<file path="src/rtl/irq_poll_pkg.sv">
package irq_poll_pkg;
    localparam int NUM_LVL = 4;

    typedef logic [1:0] lvl_t;

    // True when a level at or above lvl is marked in service.
    function automatic logic lvl_blocked(input logic [NUM_LVL-1:0] insvc, input lvl_t lvl);
        logic b;
        b = 1'b0;
        for (int j = 0; j < NUM_LVL; j++) begin
            if (j >= int'(lvl) && insvc[j]) b = 1'b1;
        end
        return b;
    endfunction

    // Drop the most urgent in-service level.
    function automatic logic [NUM_LVL-1:0] clr_top(input logic [NUM_LVL-1:0] v);
        logic [NUM_LVL-1:0] r;
        logic done;
        r    = v;
        done = 1'b0;
        for (int j = NUM_LVL - 1; j >= 0; j--) begin
            if (!done && r[j]) begin
                r[j] = 1'b0;
                done = 1'b1;
            end
        end
        return r;
    endfunction
endpackage

</file>
<file path="src/rtl/irq_edge_sync.sv">
module irq_edge_sync #(
    parameter int N_EXT = 2
) (
    input  logic             clk,
    input  logic             rst_n,
    input  logic [N_EXT-1:0] pin_i,
    input  logic [N_EXT-1:0] clr_i,
    output logic [N_EXT-1:0] flag_o
);
    typedef struct packed {
        logic [N_EXT-1:0] samp;
        logic [N_EXT-1:0] prev;
        logic [N_EXT-1:0] flag;
    } es_t;

    es_t es_d, es_q;

    always_comb begin
        es_d      = es_q;
        es_d.samp = pin_i;
        es_d.prev = es_q.samp;
        // a new falling edge wins over a same-state clear
        es_d.flag = (es_q.flag & ~clr_i) | (es_q.prev & ~es_q.samp);
    end

    always_ff @(posedge clk) begin
        if (!rst_n) begin
            es_q.samp <= '1;
            es_q.prev <= '1;
            es_q.flag <= '0;
        end else begin
            es_q <= es_d;
        end
    end

    assign flag_o = es_q.flag;
endmodule

</file>
<file path="src/rtl/irq_prio_pick.sv">
module irq_prio_pick #(
    parameter int N_SRC = 8,
    parameter int SRC_W = 3
) (
    input  logic [N_SRC-1:0]        elig_i,
    input  logic [N_SRC-1:0]        phi_i,
    input  logic [N_SRC-1:0]        plo_i,
    output logic                    found_o,
    output logic [SRC_W-1:0]        idx_o,
    output irq_poll_pkg::lvl_t      lvl_o
);
    always_comb begin
        found_o = 1'b0;
        idx_o   = '0;
        lvl_o   = '0;
        // walking downward with >= leaves the lowest index on a tie
        for (int i = N_SRC - 1; i >= 0; i--) begin
            if (elig_i[i] && (!found_o || {phi_i[i], plo_i[i]} >= lvl_o)) begin
                found_o = 1'b1;
                idx_o   = SRC_W'(i);
                lvl_o   = {phi_i[i], plo_i[i]};
            end
        end
    end
endmodule

</file>
<file path="src/rtl/irq_poll_ctrl.sv">
module irq_poll_ctrl #(
    parameter int N_SRC       = 8,
    parameter int N_EXT       = 2,
    parameter int POLL_STATES = 4,
    parameter int SRC_W       = $clog2(N_SRC)
) (
    input  logic                       clk,
    input  logic                       rst_n,
    input  logic [N_SRC-1:0]           req_i,
    input  logic                       instr_last_i,
    input  logic                       reti_i,
    input  logic                       wr_en_i,
    input  logic                       wr_phi_i,
    input  logic                       wr_plo_i,
    input  logic [N_SRC:0]             wr_data_i,
    output logic                       vec_req_o,
    output logic [SRC_W-1:0]           vec_src_o,
    output logic [1:0]                 vec_lvl_o,
    output logic [3:0]                 insvc_o,
    output logic [N_SRC-1:0]           pend_o
);
    import irq_poll_pkg::*;

    localparam int PC_W = (POLL_STATES > 1) ? $clog2(POLL_STATES) : 1;
    localparam int EN_W = N_SRC + 1;

    typedef struct packed {
        logic [PC_W-1:0]    poll;
        logic               hold;
        logic [EN_W-1:0]    en;
        logic [N_SRC-1:0]   phi;
        logic [N_SRC-1:0]   plo;
        logic [NUM_LVL-1:0] insvc;
        logic               vreq;
        logic [SRC_W-1:0]   vsrc;
        lvl_t               vlvl;
    } st_t;

    st_t st_d, st_q;

    logic [N_EXT-1:0] ext_flag;
    logic [N_EXT-1:0] ext_clr;
    logic [N_SRC-1:0] pend;
    logic [N_SRC-1:0] elig;
    logic             found;
    logic [SRC_W-1:0] pick_idx;
    lvl_t             pick_lvl;
    logic             tick;
    logic             strobe;
    logic             go;

    irq_edge_sync #(.N_EXT(N_EXT)) edge_i (
        .clk    (clk),
        .rst_n  (rst_n),
        .pin_i  (req_i[N_EXT-1:0]),
        .clr_i  (ext_clr),
        .flag_o (ext_flag)
    );

    for (genvar g = 0; g < N_SRC; g++) begin : g_src
        if (g < N_EXT) begin : g_ext
            assign pend[g]    = ext_flag[g];
            assign ext_clr[g] = go && (pick_idx == SRC_W'(g));
        end else begin : g_lvl
            assign pend[g] = req_i[g];
        end
    end

    assign elig = pend & st_q.en[N_SRC-1:0] & {N_SRC{st_q.en[N_SRC]}};

    irq_prio_pick #(.N_SRC(N_SRC), .SRC_W(SRC_W)) pick_i (
        .elig_i  (elig),
        .phi_i   (st_q.phi),
        .plo_i   (st_q.plo),
        .found_o (found),
        .idx_o   (pick_idx),
        .lvl_o   (pick_lvl)
    );

    assign tick   = (st_q.poll == PC_W'(POLL_STATES - 1));
    assign strobe = reti_i | wr_en_i | wr_phi_i | wr_plo_i;
    assign go     = tick & instr_last_i & ~st_q.hold & ~strobe & found
                  & ~lvl_blocked(st_q.insvc, pick_lvl);

    always_comb begin
        st_d      = st_q;
        st_d.vreq = 1'b0;
        st_d.poll = tick ? '0 : st_q.poll + 1'b1;

        if (wr_en_i)  st_d.en  = wr_data_i;
        if (wr_phi_i) st_d.phi = wr_data_i[N_SRC-1:0];
        if (wr_plo_i) st_d.plo = wr_data_i[N_SRC-1:0];

        if (strobe)            st_d.hold = 1'b1;
        else if (instr_last_i) st_d.hold = 1'b0;

        if (reti_i) st_d.insvc = clr_top(st_q.insvc);

        if (go) begin
            st_d.vreq            = 1'b1;
            st_d.vsrc            = pick_idx;
            st_d.vlvl            = pick_lvl;
            st_d.insvc[pick_lvl] = 1'b1;
        end
    end

    always_ff @(posedge clk) begin
        if (!rst_n) begin
            st_q <= '0;
        end else begin
            st_q <= st_d;
        end
    end

    assign vec_req_o = st_q.vreq;
    assign vec_src_o = st_q.vsrc;
    assign vec_lvl_o = st_q.vlvl;
    assign insvc_o   = st_q.insvc;
    assign pend_o    = pend;
endmodule

</file>
<file path="config.mk">
export PLATFORM = sky130hd
export DESIGN_NAME = irq_poll_ctrl
export DESIGN_NICKNAME = d
export VERILOG_FILES = /design/src/rtl/irq_poll_pkg.sv /design/src/rtl/irq_edge_sync.sv /design/src/rtl/irq_prio_pick.sv /design/src/rtl/irq_poll_ctrl.sv
export SDC_FILE = /design/constraint.sdc
export NUM_CORES = 1
export LEC_CHECK = 0
export BUFFER_PORTS_ARGS = -buffer_cell sky130_fd_sc_hd__buf_4
export CAP_MARGIN = 20
export CORE_AREA = 4 4 77 79
export CTS_CLUSTER_SIZE = 20
export DETAILED_ROUTE_END_ITERATION = 7
export DIE_AREA = 0 0 81 83
export GPL_TIMING_DRIVEN = 0
export PLACE_DENSITY_LB_ADDON = 0.15
export SKIP_LAST_GASP = 1
export SLEW_MARGIN = 20
export SYNTH_ARGS = -nofsm -noshare
export SYNTH_HDL_FRONTEND = slang
export SYNTH_HIERARCHICAL = 1
export SYNTH_SLANG_ARGS = --single-unit
</file>
<file path="constraint.sdc">
create_clock -name clk -period 10 [get_ports clk]
set_input_delay 0.5 -clock clk [delete_from_list [all_inputs] [get_ports clk]]
set_output_delay 0.5 -clock clk [all_outputs]
set_load 0.05 [all_outputs]
</file>
==> results of run 1 <==
how the worst min path moves through the flow:
stage                endpoint  slack [ps]  depth (start not counted)
4_1_cts        edge_i/es_d[2]         360                          2
5_1_grt        edge_i/es_d[3]         380                          2
3_5_place_dp   edge_i/es_q[3]         420                          1
6_report       edge_i/es_d[2]         370                          2
3_3_place_gp   edge_i/es_q[2]         410                          1
2_1_floorplan  edge_i/es_q[2]         400                          1
per-stage QoR:
stage          instances  cell area [µm²]  TNS (ps)    util  hold slack [ps]
2_1_floorplan        281             2619         0       -            401.3
4_1_cts              414             3281         0  0.6146            362.0
5_1_grt              431             3522    -185.5  0.6599            380.5
6_report             431             3522         0  0.6599            372.8
3_3_place_gp         391             2994     -8340  0.5609            412.4
3_5_place_dp         391             2994     -9437  0.5609            417.5
final cells by class:
| cell class | count | area share |
|---|---|---|
| tap | 72 | 0.02558 |
| inverter | 12 | 0.01279 |
| sequential | 44 | 0.2512 |
| buffer | 26 | 0.05151 |
| timing repair buffer | 70 | 0.1492 |
| clock inverter | 3 | 0.01314 |
| multi-input combinational | 199 | 0.4771 |
| clock buffer | 5 | 0.01954 |
state kept, by name, summed over array words and instances (netlist names):
| register | cells |
|---|---|
| st_q | 28 |
| insvc_o | 4 |
| vec_src_o | 3 |
| edge_i/es_d | 2 |
| edge_i/es_q | 2 |
| edge_i/flag_o | 2 |
| vec_lvl_o | 2 |
| vec_req_o | 1 |
where the power goes:
group          internal [mW]  switching [mW]  leakage (nW)
Combinational         0.0316          0.0335          1.23
Sequential             0.184         0.00551         0.363
Clock                 0.0753          0.0669        0.0548
cells in the mapped netlist, types with 2 or more instances:
master    count  area [µm²]
nor3_1        2       10.01
and2_1        2       12.51
dfxtp_1      44       880.8
inv_1        12       45.04
a21boi_2      2       22.52
or2_1         2       12.51
mux2_2        2       22.52
and3_1        8       50.05
nor3b_1       2       15.01
nor2_1       33       123.9
o221ai_1      2       17.52
o21ai_1       2       10.01
buf_4        18       135.1
or4_1         2       15.01
nand3b_1      5       37.54
buf_6         2       22.52
o21a_1        2       15.01
mux2i_1      31       310.3
clkbuf_1      5       18.77
nand2b_1     18       112.6
a21boi_0      2       15.01
a211oi_1      3       22.52
ha_1         15       187.7
nand2_1      18       67.56
nand3_1       4       20.02
a21oi_1       7       35.03
o21ai_0       4       20.02
logic make-up (layout without fill, tap and decap cells):
logic type | after synthesis | in the layout | share of synthesized area
compound gates | 41 | 41 | 0.1297
mux | 34 | 34 | 0.1351
fa+ha+maj | 15 | 15 | 0.07289
simple gates | 109 | 109 | 0.2323
buf+inv | 38 | 116 | 0.08795
flops | 44 | 44 | 0.3421
metal layers:
metal,up-vias,track usage
met2,41,0.2748
met5,-,0
li1,1119,-
met4,0,0.05376
met3,6,0.03362
met1,1043,0.2607
repair_timing:
action,in CTS,in global routing
pin swaps,7,21
setup buffers,15,17
resized for setup,16,23
setup endpoints to repair,12,12
hold buffers,0,0
hold endpoints to repair,0,0
critical path, delay by kind of cell, from the launching register on:
family                     cells  cell delay (ps)
and+or+nand+nor               20             3650
AOI/OAI and AO/OA             18             3170
adders and majority gates      7             1690
muxes                          2              530
DFF                            1              370
buffers and inverters          3              290
==> flow_summary_export.csv, run 1 <==
group,metric,value,unit
worst_setup_path,critPathArrivalTime,9990,ps
worst_setup_path,critPathKind,"reg -> reg",
clock_tree,cts-buffers-inserted,5,
final_layout,fin_nets,397,
route,met2_length,2931,µm
timing,tightestPinTransition,730.9,ps
route,drc,0,
outcome,status,"finished clean",
yosys,ys_seq_area_frac,0.3421,
worst_setup_path,reg2reg_slack,210,ps
timing,hold_viol_final,0,
worst_setup_path,end_kind,"register",
worst_setup_path,slowest_stage,"or4_4",
route,drt_iter0_drc,73,
placed_design,routabilityCongestion,0.8421,
yosys,syn_nets,320,
global_route,grt_pass1_wl,9673,µm
die,die_w,81,µm
worst_setup_path,crit_fanout,6,
timing,slew_headroom,0.5098,
timing,min_period_over_period,0.9787,
yosys,syn_inst,281,
worst_setup_path,cp_common_cell,"nand2b_4",
worst_setup_path,worst_setup_path_start_kind,"register",
timing,timing.fmax,102.2,MHz
die,core,5338,µm²
final_layout,n_fill_cell,462,
power_and_ir_drop,p_per_area,112.6,nW/µm²
power_and_ir_drop,ir_drop,0.06796,mV
worst_setup_path,reg2regPathDepth,50,
route,avgViaCountPerCell,5.125,
power_and_ir_drop,p_leak,1.647,nW
route,avgRoutedWirePerCell,14.20,µm
die,die_area,6723,µm²
power_and_ir_drop,report.power.total,0.3966,mW
final_layout,final_common_cell,"buf_4",
clock_tree,cts_tree,"yes",
clock_tree,clk_pin_slew,90,ps
yosys,yosysUniqueCellTypes,59,
yosys,async_reset_ff_frac,0,
global_route,grt_remaining_overflow,0,
timing,fin_skew,7.051,ps
final_layout,multiInputGateArea,1680,µm²
route,met1_length,2845,µm
clock_tree,clk_latency,300,ps
die,rows,27,
final_layout,seqCellArea,884.6,µm²
worst_setup_path,r2r_end,"edge_i/flag_o[1]",
min_path,min_path_type,"in -> reg",
worst_setup_path,critPathMaxStageDelay,580,ps
yosys,ys.flop_type,"dfxtp_1",
global_route,grt_pass1_vias,2026,
route,finalWirelength,6121,µm
route,highest_layer,"met4",
worst_setup_path,reg2reg_from,"st_q[34]",
timing,fin_crit,9787,ps
worst_setup_path,critPathRequiredTime,10200,ps
yosys,ys_warn_count,6,
placed_design,io_buffers,38,
global_route,grt_antenna_before_repair,0,
timing,maxSlewViolCount,0,
route,antenna_left,0,
min_path,hp-start,"req_i[0]",
route,vias,2209,
die,start_util,0.4824,
worst_setup_path,cp-endpoint,"edge_i/flag_o[1]",
final_layout,drive_gt1_frac,0.4123,
die,die_h,83,µm
timing,setup_slack,212.6,ps
global_route,grt_usage,0.1816,
placed_design,dp_slack,-1059,ps
placed_design,detailed_place_hpwl,4108,µm
clock_tree,clock-sinks,44,
clock_tree,htreeDepth,2,
yosys,ys_ff_latch,44,
clock_tree,cts_root_buf,"clkbuf_8",
yosys,syn_area_per_cell,9.164,µm²
final_layout,syn_to_final_growth,36.78,%
route,first_pass_iters,4,
yosys,synth_edf_count,0,
global_route,grt_start_max_net_pins,16,
yosys,syn-cell-area,2575,µm²
route,wl_met3,259,µm
final_layout,num_antenna_cells,0,
timing,setup_viol,0,
clock_tree,clk_path_buf_depth,2,
final_layout,layout_common_cells,"88 x buf_4, 43 x dfxtp_1, 33 x nor2_1, 30 x mux2i_1, 16 x nand2_1",
run,maxCapViolations,0,
worst_setup_path,critPathLaunch,"st_q[34]",
die,boundaryPins,42,
(Power assumes the default switching activity.)
==> run 2: changes to the inputs <==
--- a/config.mk
+++ b/config.mk
@@ -8,6 +8,7 @@
 export BUFFER_PORTS_ARGS = -buffer_cell sky130_fd_sc_hd__buf_4
 export CAP_MARGIN = 20
 export CORE_AREA = 4 4 77 79
+export CTS_BUF_LIST = sky130_fd_sc_hd__clkbuf_16
 export CTS_CLUSTER_SIZE = 20
 export DETAILED_ROUTE_END_ITERATION = 7
 export DIE_AREA = 0 0 81 83
==> flow_summary_export.csv, run 2 (synthesis results as in run 1) <==
group,metric,value,unit
die,die_h,83,µm
global_route,grt_remaining_overflow,0,
placed_design,routabilityCongestion,0.8421,
final_layout,fin_nets,396,
worst_setup_path,cp_common_cell,"nand2b_4",
worst_setup_path,cp-endpoint,"edge_i/flag_o[1]",
clock_tree,cts-buffers-inserted,5,
worst_setup_path,slowest_stage,"or4_4",
clock_tree,cts_root_buf,"clkbuf_16",
timing,tightestPinTransition,722.0,ps
global_route,grt_start_max_net_pins,16,
placed_design,io_buffers,38,
final_layout,drive_gt1_frac,0.4190,
route,drc,0,
timing,timing.fmax,101.8,MHz
power_and_ir_drop,ir_drop,0.09473,mV
worst_setup_path,critPathLaunch,"st_q[34]",
worst_setup_path,critPathRequiredTime,10180,ps
timing,fin_skew,5.057,ps
clock_tree,clk_latency,280,ps
worst_setup_path,reg2reg_from,"st_q[34]",
final_layout,final_common_cell,"buf_4",
worst_setup_path,critPathArrivalTime,10010,ps
clock_tree,ctsHoldBuffers,0,
die,rows,27,
worst_setup_path,reg2regPathDepth,50,
route,finalWirelength,6213,µm
final_layout,final-instance-count-excl-fill,430,
power_and_ir_drop,p_leak,1.677,nW
route,avgViaCountPerCell,5.095,
clock_tree,clk_pin_slew,70,ps
final_layout,layout_common_cells,"87 x buf_4, 43 x dfxtp_1, 33 x nor2_1, 30 x mux2i_1, 16 x nand2_1",
worst_setup_path,critPathMaxStageDelay,570,ps
die,core,5338,µm²
timing,setup_viol,0,
route,drt_iter0_drc,91,
final_layout,n_fill_cell,447,
route,antenna_left,0,
route,vias,2191,
worst_setup_path,r2r_end,"edge_i/flag_o[1]",
timing,min_period_over_period,0.9827,
min_path,min_path_type,"in -> reg",
die,die_w,81,µm
timing,maxSlewViolCount,0,
route,avgRoutedWirePerCell,14.45,µm
worst_setup_path,reg2reg_slack,170,ps
worst_setup_path,critPathKind,"reg -> reg",
timing,hold_viol_final,0,
placed_design,placed_cells,391,
route,first_pass_iters,4,
die,die_area,6723,µm²
final_layout,syn_to_final_growth,39.60,%
final_layout,design_area,3595,µm²
clock_tree,htreeDepth,2,
final_layout,num_antenna_cells,0,
worst_setup_path,end_kind,"register",
worst_setup_path,worst_setup_path_start_kind,"register",
outcome,status,"finished clean",
global_route,grt_pass1_wl,9784,µm
die,start_util,0.4824,
final_layout,largest_register_ffs,28,
global_route,grt_usage,0.1842,
die,boundaryPins,42,
final_layout,top_register,"st_q",
clock_tree,clock-sinks,44,
timing,slew_headroom,0.5158,
placed_design,dpl_cell_area,2994,µm²
worst_setup_path,crit_fanout,6,
timing,fin_crit,9827,ps
power_and_ir_drop,p_per_area,123.8,nW/µm²
clock_tree,cts_tree,"yes",
run,maxCapViolations,0,
clock_tree,clk_path_buf_depth,2,
global_route,grt_antenna_before_repair,0,
global_route,grt_pass1_vias,2052,
placed_design,detailed_place_hpwl,4108,µm
run 2: layer usage:
layer / vias to the layer above / GRT usage / wire length, µm
li1: 1113 / - / -
met1: 1030 / 0.2596 / 2888
met2: 40 / 0.2853 / 2971
met3: 8 / 0.03471 / 261
met4: 0 / 0.05069 / 91
met5: - / 0 / 0
run 2: layout make-up:
class | count | area (µm²) | share of cell area
Multi-Input combinational cell | 199 | 1704 | 0.4741
Sequential cell | 44 | 884.6 | 0.2461
Timing Repair Buffer | 69 | 518.0 | 0.1441
Buffer | 26 | 181.4 | 0.05047
Clock buffer | 5 | 125.1 | 0.03481
Tap cell | 72 | 90.09 | 0.02506
Clock inverter | 3 | 46.29 | 0.01288
Inverter | 12 | 45.04 | 0.01253
run 2: power breakdown:
| part | switching, mW | leakage (nW) | internal (mW) |
|---|---|---|---|
| Combinational | 0.0339 | 1.23 | 0.0318 |
| Sequential | 0.00553 | 0.363 | 0.184 |
| Clock | 0.0713 | 0.0804 | 0.119 |
| Total | 0.111 | 1.68 | 0.334 |
run 2: what timing repair did:
action | in CTS | in global routing
endpoints found under the hold margin | 0 | 0
endpoints found under the setup margin | 12 | 12
resized for setup | 16 | 27
pin swaps | 7 | 24
buffers inserted | 15 | 16
run 2: per-stage QoR:
stage / utilization / setup slack [ps] / total power, mW / hold WS, ps / TNS [ps]
2_1_floorplan: - / 16.44 / 0.2300 / 401.3 / 0
3_3_place_gp: 0.5609 / -977.2 / 0.2480 / 412.4 / -8340
3_5_place_dp: 0.5609 / -1059 / 0.2492 / 417.5 / -9437
4_1_cts: 0.6252 / 25.50 / 0.4431 / 385.3 / 0
5_1_grt: 0.6735 / -153.7 / 0.4633 / 401.1 / -214.3
6_report: 0.6735 / 173.0 / 0.4451 / 390.5 / 0
run 2: how the worst min path moves through the flow:
stage,to,depth (start not counted),start
after CTS,edge_i/es_d[2],2,req_i[0]
final,edge_i/es_d[2],2,req_i[0]
after floorplan,edge_i/es_q[2],1,edge_i/es_d[2]
after detailed placement,edge_i/es_q[3],1,edge_i/es_d[3]
after global routing,edge_i/es_d[3],2,req_i[1]
after global placement,edge_i/es_q[2],1,edge_i/es_d[2]
run 2: critical path, delay by kind of cell, from the launching register on:
kind | cells | cell delay (ps)
AOI/OAI and AO/OA | 18 | 3210
adders and majority gates | 7 | 1660
buffers and inverters | 3 | 300
DFF | 1 | 360
muxes | 2 | 550
and+or+nand+nor | 20 | 3660
==> run 3: changes to the inputs <==
--- a/config.mk
+++ b/config.mk
@@ -5,13 +5,14 @@
 export SDC_FILE = /design/constraint.sdc
 export NUM_CORES = 1
 export LEC_CHECK = 0
+export ABC_AREA = 1
 export BUFFER_PORTS_ARGS = -buffer_cell sky130_fd_sc_hd__buf_4
 export CAP_MARGIN = 20
-export CORE_AREA = 4 4 77 79
+export CORE_AREA = 4 4 76 78
 export CTS_BUF_LIST = sky130_fd_sc_hd__clkbuf_16
 export CTS_CLUSTER_SIZE = 20
 export DETAILED_ROUTE_END_ITERATION = 7
-export DIE_AREA = 0 0 81 83
+export DIE_AREA = 0 0 80 82
 export GPL_TIMING_DRIVEN = 0
 export PLACE_DENSITY_LB_ADDON = 0.15
 export SKIP_LAST_GASP = 1
==> flow_summary_export.csv, run 3 <==
group,metric,value,unit
outcome,status,"finished clean",
yosys,synth_area_leaders,"dfxtp_1 34%, nor2_1 9.5%, nand2_1 8.7%",
yosys,yosysUniqueCellTypes,35,
die,die_h,82,µm
worst_setup_path,critPathMaxStageDelay,440,ps
timing,timing.fmax,114.9,MHz
clock_tree,postCtsSetupRepairBufs,0,
power_and_ir_drop,report.power.total,0.4453,mW
route,drc,0,
worst_setup_path,cp_common_cell,"nand2_1",
timing,maxSlewViolCount,0,
timing,tns,0,ps
timing,slew_headroom,0.6484,
route,antenna_left,0,
worst_setup_path,slowest_stage,"nor2_1",
final_layout,design_area,3126,µm²
yosys,syn_inst,366,
die,boundaryPins,42,
power_and_ir_drop,p_per_area,142.5,nW/µm²
yosys,syn-cell-area,2559,µm²
final_layout,largest_register_ffs,28,
clock_tree,clk_pin_slew,60,ps
global_route,grt_start_max_net_pins,16,
global_route,grt_pass1_wl,10360,µm
clock_tree,cts-buffers-inserted,5,
yosys,synth_area_leader_cell,"dfxtp_1",
route,avgRoutedWirePerCell,12.62,µm
yosys,ys_seq_area_frac,0.3443,
final_layout,final_common_cell,"nor2_1",
power_and_ir_drop,p_leak,1.520,nW
die,die_w,80,µm
timing,setup_slack,1298,ps
worst_setup_path,critPathRequiredTime,10180,ps
worst_setup_path,crit_fanout,9,
worst_setup_path,critPathLaunch,"st_q[34]",
clock_tree,clk_latency,290,ps
placed_design,detailed_place_hpwl,4520,µm
worst_setup_path,worst_setup_path_start_kind,"register",
yosys,synth_top_cell_area_share,0.3443,
final_layout,top_register,"st_q",
clock_tree,clock-sinks,44,
placed_design,routabilityCongestion,0.8556,
yosys,synth_edf_count,0,
final_layout,layout_common_cells,"65 x nor2_1, 59 x nand2_1, 59 x buf_4, 46 x inv_1, 44 x dfxtp_1",
final_layout,num_antenna_cells,0,
route,first_pass_iters,4,
die,core,5075,µm²
timing,hold_viol_final,0,
yosys,syn_area_per_cell,6.991,µm²
timing,tightestPinTransition,527.4,ps
min_path,min_path_type,"in -> reg",
yosys,ys_ff_latch,44,
timing,fin_skew,3.596,ps
route,drt_iter0_drc,148,
power_and_ir_drop,ir_drop,0.1095,mV
worst_setup_path,critPathKind,"reg -> reg",
final_layout,drive_gt1_frac,0.2289,
global_route,grt_pass1_vias,2236,
clock_tree,clk_path_buf_depth,2,
worst_setup_path,reg2reg_from,"st_q[34]",
final_layout,fin_nets,453,
global_route,grt_usage,0.2051,
clock_tree,htreeDepth,2,
timing,fin_crit,8702,ps
yosys,syn_nets,405,
yosys,yosys-top-cells-count,"65 x nor2_1, 59 x nand2_1, 46 x inv_1",
yosys,ys_warn_count,6,
worst_setup_path,critPathArrivalTime,8890,ps
route,avgViaCountPerCell,4.942,
run,maxCapViolations,0,
die,rows,26,
global_route,grt_remaining_overflow,0,
worst_setup_path,end_kind,"register",
placed_design,dp_slack,1353,ps
final_layout,syn_to_final_growth,22.15,%
placed_design,io_buffers,41,
die,die_area,6560,µm²
clock_tree,cts_tree,"yes",
min_path,hp-start,"req_i[1]",
placed_design,dpl_cell_area,2954,µm²
timing,setup_viol,0,
yosys,ys.flop_type,"dfxtp_1",
clock_tree,cts_root_buf,"clkbuf_16",
yosys,synthMostInstantiatedCell,"nor2_1",
route,vias,2397,
die,start_util,0.5042,
yosys,async_reset_ff_frac,0,
timing,hold_ws,377.9,ps
timing,min_period_over_period,0.8702,
route,finalWirelength,6123,µm
clock_tree,cts_resized,0,
clock_tree,ctsHoldBuffers,0,
timing,rsz0062_at_grt,"no",
global_route,grt_antenna_before_repair,0,
run 3: kinds of logic (layout without fill, tap and decap cells):
group / after synthesis / count (layout) / synth area share
and+or+nand+nor: 186 / 186 / 0.3516
buffers and inverters: 73 / 122 / 0.1364
adders and majority gates: 15 / 15 / 0.07335
AOI/OAI and AO/OA: 48 / 48 / 0.09438
DFF: 44 / 44 / 0.3443
run 3: path summary, 6_finish.rpt:
path / end / slack (ps) / depth (start not counted)
max reg2reg: edge_i/flag_o[1] / 1300 / 60
max: edge_i/flag_o[1] / 1300 / 60
min reg2reg: edge_i/es_q[3] / 420 / 2
min: edge_i/es_d[3] / 380 / 3
run 3: final cells by class:
cell class / instances / area [µm²]
flip-flops and latches: 44 / 880.8
plain buffers: 22 / 152.6
clock inverters: 3 / 46.29
fillers: 495 / 1949
well taps: 70 / 87.58
repair buffers: 41 / 307.8
inverters: 51 / 196.4
multi-input cells: 249 / 1329
clock buffers: 5 / 125.1
run 3: layer usage:
metal  track usage  up-vias  share of wire
li1              -     1246              -
met1        0.2679     1087           0.46
met2        0.3361       57           0.46
met3       0.04276        7          0.057
met4       0.07095        0          0.017
met5             0        -              0
run 3: per-stage QoR:
stage | cells | util
floorplan | 366 | -
finish | 485 | 0.6159
global placement | 477 | 0.5821
detailed placement | 477 | 0.5821
CTS | 485 | 0.6159
global route | 485 | 0.6159
run 3: critical path, delay by kind of cell, from the launching register on:
kind | cells | cell delay (ps)
fa+ha+maj | 7 | 1800
simple gates | 38 | 4610
compound gates | 7 | 1060
buf+inv | 8 | 790
flops | 1 | 330
run 3: power by group:
group / switching [mW] / internal, mW
Clock: 0.0710 / 0.119
Combinational: 0.0396 / 0.0257
Sequential: 0.00527 / 0.185
Total: 0.116 / 0.329
